===== src/rtl/rxg_pkg.sv =====
package rxg_pkg;

  localparam int STAT_LEN_W = 16;
  localparam int DA_BYTES   = 6;
  localparam int DA_W       = 8 * DA_BYTES;

  typedef enum logic [1:0] {
    DA_UNI   = 2'd0,
    DA_MULTI = 2'd1,
    DA_BCAST = 2'd2
  } da_kind_e;

  // Packed so that miss lands on the most significant bit (status bit 23)
  // and trunc on the least significant bit (status bit 16).
  typedef struct packed {
    logic miss;
    logic bcast;
    logic mcast;
    logic longf;
    logic nonoct;
    logic crc;
    logic ovr;
    logic trunc;
  } rx_flags_t;

  function automatic da_kind_e classify_da(input logic [DA_W-1:0] da);
    if (&da)       return DA_BCAST;
    else if (da[0]) return DA_MULTI;
    else           return DA_UNI;
  endfunction

endpackage


===== src/rtl/rxg_len_ctr.sv =====
module rxg_len_ctr #(
  parameter int LEN_W    = 16,
  parameter int MAXL_W   = 11,
  parameter int MAXL_RST = 1518
) (
  input  logic              clk,
  input  logic              rst_n,
  input  logic              cfg_we,
  input  logic [MAXL_W-1:0] cfg_data,
  input  logic              byte_en,
  input  logic              byte_last,
  output logic [LEN_W-1:0]  cnt_q,
  output logic [LEN_W-1:0]  cnt_inc,
  output logic [MAXL_W-1:0] max_len,
  output logic              babble_o
);

  localparam int PAD = LEN_W - MAXL_W;

  logic [LEN_W-1:0]  cnt_d;
  logic [MAXL_W-1:0] maxl_q, maxl_d;
  logic [LEN_W-1:0]  babble_at;
  logic              babble_d;

  always_comb begin
    cnt_inc   = (&cnt_q) ? cnt_q : cnt_q + 1'b1;
    cnt_d     = cnt_q;
    if (byte_en) cnt_d = byte_last ? '0 : cnt_inc;
    maxl_d    = cfg_we ? cfg_data : maxl_q;
    babble_at = {{PAD{1'b0}}, maxl_q} + 1'b1;
    babble_d  = byte_en && (cnt_inc == babble_at);
  end

  always_ff @(posedge clk or negedge rst_n) begin
    if (!rst_n) begin
      cnt_q    <= '0;
      maxl_q   <= MAXL_W'(MAXL_RST);
      babble_o <= 1'b0;
    end else begin
      cnt_q    <= cnt_d;
      maxl_q   <= maxl_d;
      babble_o <= babble_d;
    end
  end

  assign max_len = maxl_q;

  // the babble event is a single-cycle pulse per frame
  a_r8_babble_single: assert property (@(posedge clk) disable iff (!rst_n)
    babble_o |=> !babble_o);

  // a last byte always leaves the counter at zero
  a_r10_count_restart: assert property (@(posedge clk) disable iff (!rst_n)
    (byte_en && byte_last) |=> (cnt_q == '0));

endmodule


===== src/rtl/rxg_da_cap.sv =====
module rxg_da_cap #(
  parameter int LEN_W = 16
) (
  input  logic                    clk,
  input  logic                    rst_n,
  input  logic                    byte_en,
  input  logic                    byte_last,
  input  logic [7:0]              byte_data,
  input  logic [LEN_W-1:0]        cnt_q,
  output logic                    da_req_o,
  output logic [rxg_pkg::DA_W-1:0] da_o,
  output rxg_pkg::da_kind_e       kind_o
);
  import rxg_pkg::*;

  logic     req_d;
  da_kind_e kind_d;

  for (genvar g = 0; g < DA_BYTES; g++) begin : g_da_byte
    logic [7:0] b_q, b_d;
    always_comb begin
      b_d = b_q;
      if (byte_en && (cnt_q == LEN_W'(g))) b_d = byte_data;
    end
    always_ff @(posedge clk or negedge rst_n) begin
      if (!rst_n) b_q <= '0;
      else        b_q <= b_d;
    end
    assign da_o[8*g +: 8] = b_q;
  end

  always_comb begin
    req_d  = byte_en && !byte_last && (cnt_q == LEN_W'(DA_BYTES - 1));
    kind_d = da_req_o ? classify_da(da_o) : kind_o;
  end

  always_ff @(posedge clk or negedge rst_n) begin
    if (!rst_n) begin
      da_req_o <= 1'b0;
      kind_o   <= DA_UNI;
    end else begin
      da_req_o <= req_d;
      kind_o   <= kind_d;
    end
  end

  // the request follows directly on the sixth byte
  a_r1_req_after_da: assert property (@(posedge clk) disable iff (!rst_n)
    da_req_o |-> $past(byte_en && (cnt_q == LEN_W'(DA_BYTES - 1))));

  // the request is a single-cycle pulse
  a_r1_req_pulse: assert property (@(posedge clk) disable iff (!rst_n)
    da_req_o |=> !da_req_o);

endmodule


===== src/rtl/rxg_verdict.sv =====
module rxg_verdict #(
  parameter int LEN_W     = 16,
  parameter int MAXL_W    = 11,
  parameter int WIN_BYTES = 64
) (
  input  logic              clk,
  input  logic              rst_n,
  input  logic              byte_en,
  input  logic              byte_last,
  input  logic [LEN_W-1:0]  cnt_inc,
  input  logic [MAXL_W-1:0] max_len,
  input  logic              da_req,
  input  logic              da_hit,
  input  logic              promisc,
  input  rxg_pkg::da_kind_e kind,
  input  logic              end_trunc,
  input  logic              end_ovr,
  input  logic              end_crc,
  input  logic              end_nonoct,
  output logic              commit_o,
  output logic              discard_o,
  output logic              done_o,
  output logic [31:0]       status_o
);
  import rxg_pkg::*;

  localparam int PAD = LEN_W - MAXL_W;
  localparam logic [LEN_W-1:0] WIN_L = LEN_W'(WIN_BYTES);

  logic      acc_q, acc_d, rej_q, rej_d, miss_q, miss_d;
  logic      drop_now, miss_now, end_now, win_hit, rej_eff;
  logic      commit_d, discard_d, done_d;
  rx_flags_t flags_d;
  logic [31:0] status_d;

  always_comb begin
    drop_now  = da_req && !da_hit && !promisc;
    miss_now  = da_req && !da_hit && promisc;
    end_now   = byte_en && byte_last;
    win_hit   = byte_en && (cnt_inc == WIN_L);
    rej_eff   = rej_q || drop_now;

    commit_d  = win_hit && !rej_eff;
    discard_d = drop_now || (end_now && (cnt_inc < WIN_L) && !rej_q);
    done_d    = end_now && !rej_eff && (acc_q || commit_d);

    acc_d     = end_now ? 1'b0 : (acc_q || commit_d);
    rej_d     = end_now ? 1'b0 : rej_eff;
    miss_d    = end_now ? 1'b0 : (miss_q || miss_now);

    flags_d.miss   = miss_q || miss_now;
    flags_d.bcast  = (kind == DA_BCAST);
    flags_d.mcast  = (kind == DA_MULTI);
    flags_d.longf  = cnt_inc > {{PAD{1'b0}}, max_len};
    flags_d.nonoct = end_nonoct;
    flags_d.crc    = end_crc;
    flags_d.ovr    = end_ovr;
    flags_d.trunc  = end_trunc;

    status_d = done_d ? {8'h00, flags_d, cnt_inc} : status_o;
  end

  always_ff @(posedge clk or negedge rst_n) begin
    if (!rst_n) begin
      acc_q     <= 1'b0;
      rej_q     <= 1'b0;
      miss_q    <= 1'b0;
      commit_o  <= 1'b0;
      discard_o <= 1'b0;
      done_o    <= 1'b0;
      status_o  <= '0;
    end else begin
      acc_q     <= acc_d;
      rej_q     <= rej_d;
      miss_q    <= miss_d;
      commit_o  <= commit_d;
      discard_o <= discard_d;
      done_o    <= done_d;
      status_o  <= status_d;
    end
  end

  // a frame is never both committed and discarded in one cycle
  a_r3_verdict_exclusive: assert property (@(posedge clk) disable iff (!rst_n)
    !(commit_o && discard_o));

  // a commit follows directly on the window byte
  a_r5_commit_after_window: assert property (@(posedge clk) disable iff (!rst_n)
    commit_o |-> $past(byte_en && (cnt_inc == WIN_L)));

  // a reported frame is never shorter than the collision window
  a_r7_done_min_len: assert property (@(posedge clk) disable iff (!rst_n)
    done_o |-> (status_o[15:0] >= WIN_L));

  // a status word never carries both address classes
  a_r2_class_exclusive: assert property (@(posedge clk) disable iff (!rst_n)
    done_o |-> !(status_o[22] && status_o[21]));

  // the discard indication is a single-cycle pulse
  a_r6_discard_pulse: assert property (@(posedge clk) disable iff (!rst_n)
    discard_o |=> !discard_o);

endmodule


===== src/rtl/rx_frame_gate.sv =====
module rx_frame_gate #(
  parameter int MAXL_W    = 11,
  parameter int MAXL_RST  = 1518,
  parameter int WIN_BYTES = 64
) (
  input  logic              clk,
  input  logic              rst_n,
  input  logic              cfg_maxlen_we,
  input  logic [MAXL_W-1:0] cfg_maxlen_data,
  input  logic              rx_valid,
  input  logic [7:0]        rx_data,
  input  logic              rx_last,
  input  logic              rx_end_trunc,
  input  logic              rx_end_overrun,
  input  logic              rx_end_crc_err,
  input  logic              rx_end_dribble,
  output logic              da_req,
  output logic [47:0]       da_addr,
  input  logic              da_hit,
  input  logic              promisc,
  output logic              fifo_commit,
  output logic              fifo_discard,
  output logic              babble,
  output logic              frame_done,
  output logic [31:0]       frame_status
);
  import rxg_pkg::*;

  localparam int LEN_W = STAT_LEN_W;

  logic [1:0]        rst_sync_q;
  logic              rst_ni;
  logic [LEN_W-1:0]  cnt_q, cnt_inc;
  logic [MAXL_W-1:0] max_len;
  da_kind_e          kind;

  always_ff @(posedge clk or negedge rst_n) begin
    if (!rst_n) rst_sync_q <= 2'b00;
    else        rst_sync_q <= {rst_sync_q[0], 1'b1};
  end
  assign rst_ni = rst_sync_q[1];

  rxg_len_ctr #(
    .LEN_W   (LEN_W),
    .MAXL_W  (MAXL_W),
    .MAXL_RST(MAXL_RST)
  ) u_len (
    .clk      (clk),
    .rst_n    (rst_ni),
    .cfg_we   (cfg_maxlen_we),
    .cfg_data (cfg_maxlen_data),
    .byte_en  (rx_valid),
    .byte_last(rx_last),
    .cnt_q    (cnt_q),
    .cnt_inc  (cnt_inc),
    .max_len  (max_len),
    .babble_o (babble)
  );

  rxg_da_cap #(
    .LEN_W(LEN_W)
  ) u_da (
    .clk      (clk),
    .rst_n    (rst_ni),
    .byte_en  (rx_valid),
    .byte_last(rx_last),
    .byte_data(rx_data),
    .cnt_q    (cnt_q),
    .da_req_o (da_req),
    .da_o     (da_addr),
    .kind_o   (kind)
  );

  rxg_verdict #(
    .LEN_W    (LEN_W),
    .MAXL_W   (MAXL_W),
    .WIN_BYTES(WIN_BYTES)
  ) u_verdict (
    .clk       (clk),
    .rst_n     (rst_ni),
    .byte_en   (rx_valid),
    .byte_last (rx_last),
    .cnt_inc   (cnt_inc),
    .max_len   (max_len),
    .da_req    (da_req),
    .da_hit    (da_hit),
    .promisc   (promisc),
    .kind      (kind),
    .end_trunc (rx_end_trunc),
    .end_ovr   (rx_end_overrun),
    .end_crc   (rx_end_crc_err),
    .end_nonoct(rx_end_dribble),
    .commit_o  (fifo_commit),
    .discard_o (fifo_discard),
    .done_o    (frame_done),
    .status_o  (frame_status)
  );

  // babble never fires for a frame still within the maximum length
  a_r8_babble_beyond_max: assert property (@(posedge clk) disable iff (!rst_ni)
    babble |-> ($past(cnt_inc) > {{(LEN_W-MAXL_W){1'b0}}, $past(max_len)}));

endmodule


===== config.mk =====
export PLATFORM = sky130hd
export DESIGN_NAME = rx_frame_gate
export DESIGN_NICKNAME = d
export VERILOG_FILES = /design/src/rtl/rxg_pkg.sv /design/src/rtl/rxg_len_ctr.sv /design/src/rtl/rxg_da_cap.sv /design/src/rtl/rxg_verdict.sv /design/src/rtl/rx_frame_gate.sv
export SDC_FILE = /design/constraint.sdc
export NUM_CORES = 1
export LEC_CHECK = 0
export ABC_AREA = 1
export BUFFER_PORTS_ARGS = -buffer_cell sky130_fd_sc_hd__buf_2
export CORE_MARGIN = 4
export CORE_UTILIZATION = 55
export CTS_BUF_LIST = sky130_fd_sc_hd__clkbuf_4
export CTS_CLUSTER_DIAMETER = 100
export CTS_CLUSTER_SIZE = 12
export DETAILED_ROUTE_END_ITERATION = 16
export GPL_ROUTABILITY_DRIVEN = 0
export HOLD_SLACK_MARGIN = 0.03
export PLACE_DENSITY = 0.78
export SLEW_MARGIN = 20
export SYNTH_ARGS = -nofsm -noshare
export SYNTH_HDL_FRONTEND = slang
export SYNTH_SLANG_ARGS = --single-unit
export TNS_END_PERCENT = 5

===== constraint.sdc =====
create_clock -name clk -period 4.6 [get_ports clk]
set_input_delay 0.23 -clock clk [delete_from_list [all_inputs] [get_ports clk]]
set_output_delay 0.23 -clock clk [all_outputs]
set_load 0.03 [all_outputs]

# ---- Word level (Yosys, flattened, before mapping)
# Cells that the tools add are included.
dict set report classes {
  reduce_logical 31
  n_addsub 2
  eq_ne 9
  mux 7
  order_cmp 2
}
# cell count
set op_table {}
lappend op_table {{AND reduction 48 bit} 1}
lappend op_table {{== test 16 x 2 -> 1 bit (second input constant)} 2}
lappend op_table {{== test 16 x 3 -> 1 bit (second input constant)} 2}
lappend op_table {{2-to-1 mux 16 bit} 2}
lappend op_table {{logical AND 1 bit} 19}
lappend op_table {{adder 16 x 1 -> 16 bit (second input constant)} 1}
lappend op_table {{== test 16 x 1 -> 1 bit (second input constant)} 1}
lappend op_table {{== test 16 bit} 1}
lappend op_table {{== test 16 x 7 -> 1 bit (second input constant)} 1}
lappend op_table {{greater-than comparator 16 x 11 -> 1 bit} 1}
lappend op_table {{logical NOT 16 bit} 1}
lappend op_table {{< comparator 16 x 7 -> 1 bit (second input constant)} 1}
lappend op_table {{AND reduction 16 bit} 1}
lappend op_table {{adder 11 x 1 -> 12 bit (second input constant)} 1}
lappend op_table {{logical NOT 1 bit} 5}
lappend op_table {{logical OR 1 bit} 4}
lappend op_table {{2-to-1 mux 1 bit} 4}
lappend op_table {{== test 2 x 1 -> 1 bit (second input constant)} 1}
lappend op_table {{== test 2 bit (second input constant)} 1}
lappend op_table {{2-to-1 mux 2 bit} 1}
dict set report word_totals {
  elab_cells 70
  register_bits 111
  input_bits 30
  out_inout_bits 85
}

# ---- Longest topological paths before layout
# Gate-level depths: netlist of run 1.
dict set report depth {
  ltp_word 8
  mapped_depth 19
  ltp_nobuf 19
}

# ---- By module
# Synthesis of run 1 repeated with hierarchy kept, for this count alone.
dict set report unflattened {
  hier_cells 813
  hier_area_um2 6246.0
}
# module seq_area_each_um2 area_per_inst_um2 instances cells_per_inst
set modules_own_cells {}
lappend modules_own_cells {rxg_da_cap 1276.2 2406.1 1 300}
lappend modules_own_cells {rxg_len_ctr 710.7 2049.5 1 303}
lappend modules_own_cells {rxg_verdict 750.7 1736.7 1 207}
lappend modules_own_cells {rx_frame_gate 50.0 53.8 1 3}

# ---- Worst setup path before layout of run 1
# Ideal clock, no wire load.
dict set report synth_timing {
  path_type {flip-flop to flip-flop}
  from {reg u_len.cnt_q[0]}
  to {reg u_verdict.status_o[20]}
  stages_incl_launch_ff 17
  arrival_ns 2.292
  slack_ns 2.243
  path_buffers 1
  required_time_ns 4.535
  setup_ns 0.065
  synth_period_minus_slack_ns 2.357
  cell_sequence {dfrtp_1 > ha_1 > nand2_2 > nor2_4 > nand2_2 > inv_2 > nand2_2 > buf_2 > nand2_1 > ha_1 > nand4_1 > o221a_2 > nand2_1 > nand2_1 > a21oi_1 > nand2_1 > nand2_1}
}
dict set report synth_between {
  elab_chain_cells 7
  elab_cells_between_ends 9
  cone_classes {add/sub: 1; order compare: 1; eq/ne: 1; mux: 1; reduce/logical: 5}
}
# element line_no
set synth_rtl {}
lappend synth_rtl {{start: declaration} rxg_len_ctr.sv:12} ;# output logic [LEN_W-1:0] cnt_q,
lappend synth_rtl {{start signal: assignment} rxg_len_ctr.sv:40} ;# cnt_q <= cnt_d;
lappend synth_rtl {{adder 16 x 1 -> 16 bit / AND reduction 16 bit (equally long branches)} rxg_len_ctr.sv:26} ;# cnt_inc = (&cnt_q) ? cnt_q : cnt_q + 1'b1;
lappend synth_rtl {{2-to-1 mux 16 bit (*)} rxg_len_ctr.sv:26}
lappend synth_rtl {{named net cnt_inc[7]} rx_frame_gate.sv:33} ;# logic [LEN_W-1:0] cnt_q, cnt_inc;
lappend synth_rtl {{parallel branches: the longest is 5 deep, another holds greater-than comparator 16 x 11 -> 1 bit} --}
lappend synth_rtl {{end signal: assignment} rxg_verdict.sv:79} ;# status_o <= status_d;
lappend synth_rtl {{end: declaration} rxg_verdict.sv:23} ;# output logic [31:0] status_o
# Mark *: on every way through the listed nets, which the timed path passes.
# A chain may end at the register's enable or synchronous reset.

# ---- Worst setup path in the final report of run 1
dict set report layout_timing {
  from {reg u_len.cnt_q[0]}
  to {reg u_verdict.status_o[20]}
}
dict set report layout_between {
  elab_chain_cells 7
  elab_cells_between_ends 9
  cone_classes {add/sub: 1; order compare: 1; eq/ne: 1; mux: 1; reduce/logical: 5}
}
# element line_no
set layout_rtl {}
lappend layout_rtl {{adder 16 x 1 -> 16 bit / AND reduction 16 bit (equally long branches)} rxg_len_ctr.sv:26}
lappend layout_rtl {{2-to-1 mux 16 bit (*)} rxg_len_ctr.sv:26}
lappend layout_rtl {{parallel branches: the longest is 5 deep, another holds greater-than comparator 16 x 11 -> 1 bit} --}
# Mark *: on every way between the ends.

==> results of run 1 <==
## sequential cells by signal (all words and copies together) (netlist names)
| signal | count |
|---|---|
| u_len.babble_o | 1 |
| u_verdict.commit_o | 1 |
| u_verdict.discard_o | 1 |
| u_len.max_len | 11 |
| u_da.g_da_byte.b_q | 48 |
| rst_sync_q | 2 |
| u_len.cnt_q | 16 |
| u_verdict.done_o | 1 |
| u_verdict.rej_q | 1 |
| u_da.da_req_o | 1 |
| u_verdict.miss_q | 1 |
| u_verdict.status_o | 24 |
| u_da.kind_o | 2 |
| u_verdict.acc_q | 1 |
## how the worst min path moves through the flow
stage,from,end,slack [ns],cells after the start
6_report,cfg_maxlen_we,u_len.max_len[1],0.10,3
4_1_cts,cfg_maxlen_we,u_len.max_len[1],0.08,3
2_1_floorplan,rst_n,rst_sync_q[0],-0.07,0
3_5_place_dp,rst_n,rst_sync_q[0],0.02,1
3_3_place_gp,rst_n,rst_sync_q[0],0.01,1
5_1_grt,da_hit,u_verdict.rej_q,0.10,4
## power groups by stage
stage               clock network (mW)  registers [mW]  logic, mW
floorplan                            0            1.64      0.259
global placement                     0            1.33      0.832
detailed placement                   0            1.34      0.851
CTS                              0.589            1.32      0.864
global route                     0.627            1.35      0.945
finish                           0.578            1.33      0.863
## per-layer routing
metal  vias to the layer above  routed length (microns)  global-route usage [%]
met5                         -                        0                       0
met4                         0                      481                   10.03
met3                        37                     1217                   6.407
met2                       241                     6946                   41.25
met1                      2448                     6259                   33.12
li1                       2555                        -                       -
## cells by family after synthesis
group	Yosys count
AND/OR/NAND/NOR	360
adder cells (fa/ha/maj)	15
AO/OA/AOI/OAI	93
other	2
XOR/XNOR	15
flip-flops	111
buffers and inverters	133
## final cells by class
type / instances / area share (%)
clock buffer: 9 / 1.008
clock inverter: 7 / 1.699
inverter: 104 / 5.826
multi-input combinational: 492 / 36.43
sequential: 111 / 41.66
tap: 136 / 2.540
timing repair buffer: 126 / 10.83
## layout by cell type (no fill, tap or decap), drive strengths merged, types with 11 or more instances in the layout
master | netlist | routed
o22ai | 16 | 16
xor2 | 11 | 11
ha | 15 | 15
dfrtp | 103 | 103
o21ai | 36 | 36
nor2 | 81 | 81
inv | 104 | 107
nand3 | 58 | 58
a21oi | 39 | 39
buf | 16 | 108
nand2 | 179 | 179
dlygate4sd3 | 0 | 18
nand4 | 26 | 26
## critical path: cells and delay by family, from the launching register on
family	cells	cell delay (ns)
AOI/OAI and AO/OA	1	0.49
adders and majority gates	1	0.31
buffers and inverters	1	0.06
DFF	1	0.48
and+or+nand+nor	10	1.62
==> results.yml, run 1 <==
run_status:
  status: "complete, no violations"
global_routing:
  track_usage_pct: 25.54
  grt_overflow: 0
  antenna_found_initial: 0
  grt_max_degree: 71
  first_global_vias: 5084
  grt_pass1_wl_microns: 24100
placement:
  dpl_cell_area_sq_um: 6339
  port_buffers: 106
  dp.cells: 951
  dp_slack_ns: 1.553
  hpwlAfterDp_microns: 11220
synthesis:
  yosysWarnings: 0
  avgSynthCellArea_sq_um: 7.907
  synth.top_cell.area_share_pct: 44.71
  yosysMostFrequentCell: "nand2_1"
  synth_cells: 729
  ys.flop_type: "dfrtp_1"
  synthXorXnorAreaFrac_pct: 2.279
  yosys.area_share.simple_pct: 27.46
  synth_top_family_by_area: "simple AND/OR/NAND/NOR gates"
  synth_fa_ha_area_share_pct: 3.256
  muxShareOfSynthArea_pct: 0
  ys_seq_area_share_pct: 48.36
  synth_seq_cells: 111
  yosysUniqueCellTypes: 32
  synth_top_area_cell: "dfrtp_1"
  synth_area_sq_um: 5764
  synth_commonest_cells: "173 x nand2_1, 103 x dfrtp_1, 101 x inv_1"
  synth-edff-count: 0
  synth_compound_area_share_pct: 8.769
  async_flop_share_pct: 100.0
  synth.top_cells.by_area: "dfrtp_1 45%, nand2_1 11%, inv_1 6.6%"
pwr:
  p_per_area_nw_per_um2: 412.9
  p_int_mw: 1.636
  ir_worst_vdd_v: 0.0003033
  p_comb_share_pct: 31.2
  finalPower_mw: 2.766
  p_switching_mw: 1.130
  netSwitchingFraction_pct: 40.86
  leakagePower_nw: 3.743
  p_clk_share_pct: 20.9
  p_seq_share_pct: 47.9
clock_network:
  cts_sinks: 111
  cts_resized: 0
  clk_latency_ns: 0.49
  cts_hold_buf: 18
  cts_tree: "yes"
  htreeDepth: 3
  post_cts_buffers: 0
  clkSlewWorstSetupHoldPaths_ns: 0.16
  numCtsBuffers: 9
  cts_root_buf: "clkbuf_4"
  cts_buffer_depth: 2
critical_path:
  worstSetupPathType: "reg2reg"
  cpMostUsedCell: "nand2_2"
  r2r_setup_slack_ns: 1.53
  cp-end-kind: "flip-flop"
  r2r-start: "u_len.cnt_q[0]"
  start_kind: "flip-flop"
  crit_fanout: 24
  cp.required_ns: 4.99
  critPathCapture: "u_verdict.status_o[20]"
  r2r_end: "u_verdict.status_o[20]"
  startpoint: "u_len.cnt_q[0]"
  ff2ff_path_depth: 13
  cpPeakStageDelay_ns: 0.49
  cp.arrival_ns: 3.46
  cp_cell_sequence: "ha_1, nand2_2, nor2_4, nand2_2, inv_2, nand2_2, nand3_1, nor2_1, nand3_2, o21bai_4, nand2_4, nand2_1, nand2_1"
  cp_slowest_cell: "o21bai_4"
layout:
  diodes: 0
  fill_cells: 888
  postLayoutCellArea_sq_um: 6700
  nets: 889
  drive_gt1_share_pct: 18.14
  final_util_pct: 65.19
  instances_no_fill: 985
  area_delta_synth_final_pct: 16.24
  multi_input_area_sq_um: 2441
  seq_area_sq_um: 2791
floorplan:
  die_y_microns: 110.4
  coreArea_sq_um: 10280
  dieArea_sq_um: 12180
  io_pins: 115
  die_w_microns: 110.4
  std_cell_rows: 37
  start_util_pct: 56.09
sta:
  tns_ns: 0
  period_needed_ns: 3.070
  hold_viol_final: 0
  tightest_slew_ns: 0.8882
  rsz0062_at_grt: "false"
  fmax_mhz: 325.7
  skew_ns: 0.01618
  slew_headroom_pct: 40.78
  setup_viol: 0
  finalCritPeriodShare_pct: 66.74
  hold_slack_ns: 0.1016
  timing.final.ws_setup_ns: 1.530
  drv_slew: 0
hold_path:
  min_path_type: "in2reg"
drt:
  viasPerCell: 5.361
  drtPass1Iterations: 5
  drtIter0Drc: 458
  num_vias: 5281
  routed_wirelength_microns: 14910
  drc: 0
  wl_per_cell_microns: 15.13
  ant_nets: 0
job:
  drv_cap: 0
No activity file was read; power rests on OpenSTA's default activity.
==> run 2, diff against run 1 <==
==> constraint.sdc (replaced) <==
create_clock -name clk -period 3.19 [get_ports clk]
set_input_delay 0.1595 -clock clk [delete_from_list [all_inputs] [get_ports clk]]
set_output_delay 0.1595 -clock clk [all_outputs]
set_load 0.03 [all_outputs]
==> run 2 against run 1 <==
Effect of this change:
- critical path depth is 5 higher
- hold slack worse by 0.036 ns
- flip-flop and latch count stayed put
- combinational power is 46% higher
- global-route usage is 0.15 points higher
- utilization is 1.3 points higher
- count of clock-buffer cells in the layout stayed put
- worst setup slack worse by 1.3 ns
- wire length is 0.54% lower
- sequential power is 43% higher
- first-iteration DRC count is 4.1% lower
- register-to-register slack worse by 1.3 ns
- critical path type unchanged
- largest power group unchanged
==> results.yml, run 2 (synthesis results as in run 1) <==
drt:
  viasPerCell: 5.396
  drtPass1Iterations: 7
  wl_per_cell_microns: 14.81
  num_vias: 5401
  ant_nets: 0
  wl_met1_microns: 6392
  wl_met3_microns: 1145
  routed-wl-met2_microns: 6867
  routed_wirelength_microns: 14830
  drtIter0Drc: 439
  top_layer: "met4"
  drc: 0
critical_path:
  crit_fanout: 20
  cpPeakStageDelay_ns: 0.48
  cp_slowest_cell: "dfrtp_1"
  ff2ff_path_depth: 18
  worstSetupPathType: "reg2reg"
  worst-path-stages: 18
  r2r_setup_slack_ns: 0.26
  cpMostUsedCell: "nand2_1"
  crit_family: "simple AND/OR/NAND/NOR gates"
  critPathCapture: "u_verdict.status_o[20]"
  cp_cell_sequence: "ha_1, nand2_2, nor2_4, nand2_2, inv_2, nand2_2, nand2_1, ha_1, nand4_1, nor2_1, nand2_1, inv_1, nand2_1, nand2_1, nand2_1, a21oi_1, nand2_1, nand2_1"
  r2r_end: "u_verdict.status_o[20]"
  cp.required_ns: 3.62
  startpoint: "u_len.cnt_q[0]"
  cp-end-kind: "flip-flop"
  cp.arrival_ns: 3.37
  start_kind: "flip-flop"
  cp.buffers_inverters: 2
  r2r-start: "u_len.cnt_q[0]"
layout:
  area_delta_synth_final_pct: 18.60
  nets: 906
  drive_gt1_share_pct: 17.69
  fill_cells: 884
  reg_top3: "u_da.g_da_byte.b_q (48), u_verdict.status_o (24), u_len.cnt_q (16)"
  layout_commonest_cell: "nand2_1"
  layout_common_cells: "173 x nand2_1, 106 x buf_2, 102 x dfrtp_1, 101 x inv_1, 75 x nor2_1"
  largest_register_ffs: 48
  final_util_pct: 66.52
  diodes: 0
  top_register: "u_da.g_da_byte.b_q"
floorplan:
  std_cell_rows: 37
  io_pins: 115
  start_util_pct: 56.09
  die_w_microns: 110.4
  coreArea_sq_um: 10280
  dieArea_sq_um: 12180
  die_y_microns: 110.4
sta:
  finalCritPeriodShare_pct: 92.01
  setup_viol: 0
  drv_slew: 0
  skew_ns: 0.02381
  fmax_mhz: 340.7
  rsz0062_at_grt: "false"
  hold_viol_final: 0
  hold_slack_ns: 0.06574
  period_needed_ns: 2.935
  tightest_slew_ns: 0.6892
  slew_headroom_pct: 53.63
  tns_ns: 0
hold_path:
  min_path_type: "in2reg"
placement:
  hpwlAfterDp_microns: 10720
  port_buffers: 106
run_status:
  status: "complete, no violations"
clock_network:
  clkSlewWorstSetupHoldPaths_ns: 0.16
  numCtsBuffers: 9
  cts_root_buf: "clkbuf_4"
  cts_sinks: 111
  cts_tree: "yes"
  htreeDepth: 3
  clk_latency_ns: 0.50
  cts_resized: 0
  cts_buffer_depth: 2
global_routing:
  track_usage_pct: 25.69
  grt_max_degree: 91
  grt_pass1_wl_microns: 24250
  first_global_vias: 5098
  antenna_found_initial: 0
  grt_overflow: 0
pwr:
  ir_worst_vdd_v: 0.0005330
  netSwitchingFraction_pct: 41.22
  p_switching_mw: 1.597
  p_int_mw: 2.278
  p_clk_share_pct: 18.4
  p_per_area_nw_per_um2: 566.8
  leakagePower_nw: 3.782
  finalPower_mw: 3.875
  p_seq_share_pct: 49.0
  p_comb_share_pct: 32.6
job:
  drv_cap: 0
run 2: stage by stage:
step / cells / instance area (sq um) / setup slack, ns
CTS: 1001 / 6837 / 0.3111
floorplan: 736 / 5792 / 0.8329
finish: 1001 / 6837 / 0.2550
global placement: 952 / 6359 / 0.4430
detailed placement: 952 / 6359 / 0.3640
global route: 1001 / 6837 / 0.08011
run 2: tightest hold or removal path, cell delays in order:
cell     delay, ns
buf_2         0.07
inv_1         0.12
o21ai_0       0.18
run 2: cell type report:
class                           count  area, sq um  share of cell area [%]
Clock buffer                        9        67.56                  0.9883
Clock inverter                      6        70.07                   1.025
Inverter                          104        390.4                   5.710
Multi-Input combinational cell    492         2441                   35.71
Sequential cell                   111         2791                   40.83
Tap cell                          136        170.2                   2.489
Timing Repair Buffer              143        905.9                   13.25
run 2: worst min-delay path by stage:
stage	start	endpoint	slack, ns	cells past startpoint
after floorplan	rst_n	rst_sync_q[0]	-0.14	0
after global placement	rst_n	rst_sync_q[0]	-0.05	1
after detailed placement	rst_n	rst_sync_q[0]	-0.05	1
after CTS	cfg_maxlen_we	u_len.max_len[1]	0.03	2
after global routing	rx_data[0]	u_da.g_da_byte[2].b_q[0]	0.06	3
final	rx_data[1]	u_da.g_da_byte[2].b_q[1]	0.07	3
run 2: repair_timing:
| action | in CTS | in global routing |
|---|---|---|
| hold buffers | 34 | 0 |
| endpoints found under the hold margin | 29 | 0 |
| setup buffers | 0 | 0 |
run 2: power by group through the flow:
stage	Sequential, mW	Clock, mW	Combinational [mW]
floorplan	2.37	0	0.374
global placement	1.90	0	1.21
detailed placement	1.92	0	1.23
CTS	1.89	0.732	1.27
global route	1.93	0.788	1.38
finish	1.90	0.711	1.26
run 2: metal layers:
metal  track usage, %  up-vias
li1                 -     2588
met1            33.95     2544
met2            40.60      231
met3            5.708       38
met4            11.52        0
met5                0        -
==> run 3, diff against run 2 <==
==> constraint.sdc (replaced) <==
create_clock -name clk -period 3.19 [get_ports clk]
set_input_delay 0.638 -clock clk [delete_from_list [all_inputs] [get_ports clk]]
set_output_delay 0.638 -clock clk [all_outputs]
set_load 0.03 [all_outputs]
==> run 3 against run 2 <==
Effect of this change:
- non-clock buffer count is 33 lower
- utilization is 3.1 points lower
- critical path depth did not move
- global-route usage is 1.4 points lower
- power fell by 1.5%
- critical path type unchanged
==> results.yml, run 3 (synthesis results as in run 1) <==
run_status:
  status: "complete, no violations"
layout:
  drive_gt1_share_pct: 18.61
  final_util_pct: 63.42
  diodes: 0
  reg_top3: "u_da.g_da_byte.b_q (48), u_verdict.status_o (24), u_len.cnt_q (16)"
  layout_commonest_cell: "nand2_1"
  layout_common_cells: "173 x nand2_1, 106 x buf_2, 102 x dfrtp_1, 101 x inv_1, 75 x nor2_1"
  nets: 873
  area_delta_synth_final_pct: 13.07
  largest_register_ffs: 48
  postLayoutCellArea_sq_um: 6518
  top_register: "u_da.g_da_byte.b_q"
critical_path:
  crit_fanout: 20
  cp_slowest_cell: "dfrtp_1"
  cp.arrival_ns: 3.21
  start_kind: "flip-flop"
  r2r-start: "u_len.cnt_q[0]"
  startpoint: "u_len.cnt_q[0]"
  worstSetupPathType: "reg2reg"
  cp_cell_sequence: "ha_1, nand2_2, nor2_4, nand2_2, inv_2, nand2_4, nand2_1, ha_1, nand4_1, nor2_1, nand2_1, inv_1, nand2_1, nand2_1, nand2_1, a21oi_1, nand2_1, nand2_1"
  cpPeakStageDelay_ns: 0.49
  cp-end-kind: "flip-flop"
  cpMostUsedCell: "nand2_1"
  cp.required_ns: 3.63
sta:
  setup_viol: 0
  period_needed_ns: 2.769
  skew_ns: 0.02391
  tns_ns: 0
  slew_headroom_pct: 52.65
  hold_viol_final: 0
  finalCritPeriodShare_pct: 86.80
  fmax_mhz: 361.2
  tightest_slew_ns: 0.7081
  rsz0062_at_grt: "false"
  drv_slew: 0
floorplan:
  io_pins: 115
  std_cell_rows: 37
  coreArea_sq_um: 10280
  dieArea_sq_um: 12180
  die_y_microns: 110.4
  start_util_pct: 56.09
  die_w_microns: 110.4
clock_network:
  htreeDepth: 3
  clk_latency_ns: 0.49
  numCtsBuffers: 9
  clkSlewWorstSetupHoldPaths_ns: 0.18
  cts_buffer_depth: 2
  post_cts_buffers: 0
  cts_root_buf: "clkbuf_4"
  cts_tree: "yes"
  cts_sinks: 111
pwr:
  ir_worst_vdd_v: 0.0005300
  netSwitchingFraction_pct: 42.52
  leakagePower_nw: 3.673
  p_comb_share_pct: 32.0
  p_switching_mw: 1.624
  p_int_mw: 2.195
  p_seq_share_pct: 49.7
  p_per_area_nw_per_um2: 585.9
  p_clk_share_pct: 18.2
global_routing:
  antenna_found_initial: 0
  grt_max_degree: 76
  track_usage_pct: 24.27
  grt_overflow: 0
  grt_pass1_wl_microns: 23080
  first_global_vias: 4809
job:
  drv_cap: 0
drt:
  drc: 0
  wl_per_cell_microns: 14.80
  drtIter0Drc: 424
  drtPass1Iterations: 8
  ant_nets: 0
  num_vias: 5164
  routed_wirelength_microns: 14340
  viasPerCell: 5.329
placement:
  port_buffers: 106
  hpwlAfterDp_microns: 10780
  dpl_cell_area_sq_um: 6359
hold_path:
  min_path_type: "reg2async"
==> run 3: changes by cell type in the layout (fill, tap and decap cells not counted), sizes merged <==
| cell | previous run | this run |
|---|---|---|
| dlygate4sd3 | 34 | 1 |
| inv | 106 | 107 |
| bufinv | 1 | 0 |
| clkinvlp | 1 | 2 |
==> run 3: worst paths after layout <==
path	end	slack, ns	cells after the start
setup / recovery	u_verdict.status_o[20]	0.42	18
hold / removal	u_len.max_len[0]	0.29	0
setup reg to reg	u_verdict.status_o[20]	0.42	18
hold reg to reg	u_len.max_len[0]	0.29	0
max in group asynchronous	u_len.cnt_q[7]	2.16	1
min in group clk	u_da.da_req_o	0.31	2
==> run 3: final cells by class <==
cell class,instances,area [sq um]
sequential,111,2791
multi-input combinational,492,2446
tap,136,170.2
fill,915,3760
inverter,104,390.4
timing repair buffer,110,575.6
clock inverter,7,76.32
clock buffer,9,67.56
==> run 3: repair_timing <==
item	CTS	global route
hold buffers	1	0
hold endpoints to repair	2	0
gates resized for setup	0	1
setup endpoints to repair	0	1
==> run 3: critical path: cells and delay by family, from the launching register on <==
| family | cells | cell delay [ns] |
|---|---|---|
| AND/OR/NAND/NOR | 13 | 1.31 |
| adder cells (fa/ha/maj) | 2 | 0.70 |
| flip-flops | 1 | 0.49 |
| buffers and inverters | 2 | 0.12 |
| AO/OA/AOI/OAI | 1 | 0.12 |
==> run 3: power by group through the flow <==
stage | clock [mW] | sequential (mW) | combinational, mW
2_1_floorplan | 0 | 2.37 | 0.374
3_3_place_gp | 0 | 1.91 | 1.21
3_5_place_dp | 0 | 1.92 | 1.23
4_1_cts | 0.710 | 1.90 | 1.23
5_1_grt | 0.761 | 1.94 | 1.34
6_report | 0.696 | 1.90 | 1.22
==> run 3: metrics by stage <==
| stage | power (mW) | hold slack, ns | std cells | setup slack [ns] |
|---|---|---|---|---|
| after global routing | 4.047 | 0.2767 | 969 | 0.1354 |
| after detailed placement | 3.149 | 0.3012 | 952 | 0.3456 |
| after floorplan | 2.740 | 0.3311 | 736 | 0.8329 |
| final | 3.818 | 0.2928 | 969 | 0.4212 |
| after CTS | 3.837 | 0.2882 | 969 | 0.3027 |
| after global placement | 3.114 | 0.2955 | 952 | 0.4397 |
==> run 3: per-layer routing <==
layer | wire (microns) | vias to the layer above | global-route usage, %
met1 | 6208 | 2367 | 33.69
met4 | 309 | 0 | 7.564
li1 | - | 2522 | -
met2 | 6534 | 237 | 38.30
met3 | 1289 | 38 | 5.242
met5 | 0 | - | 0
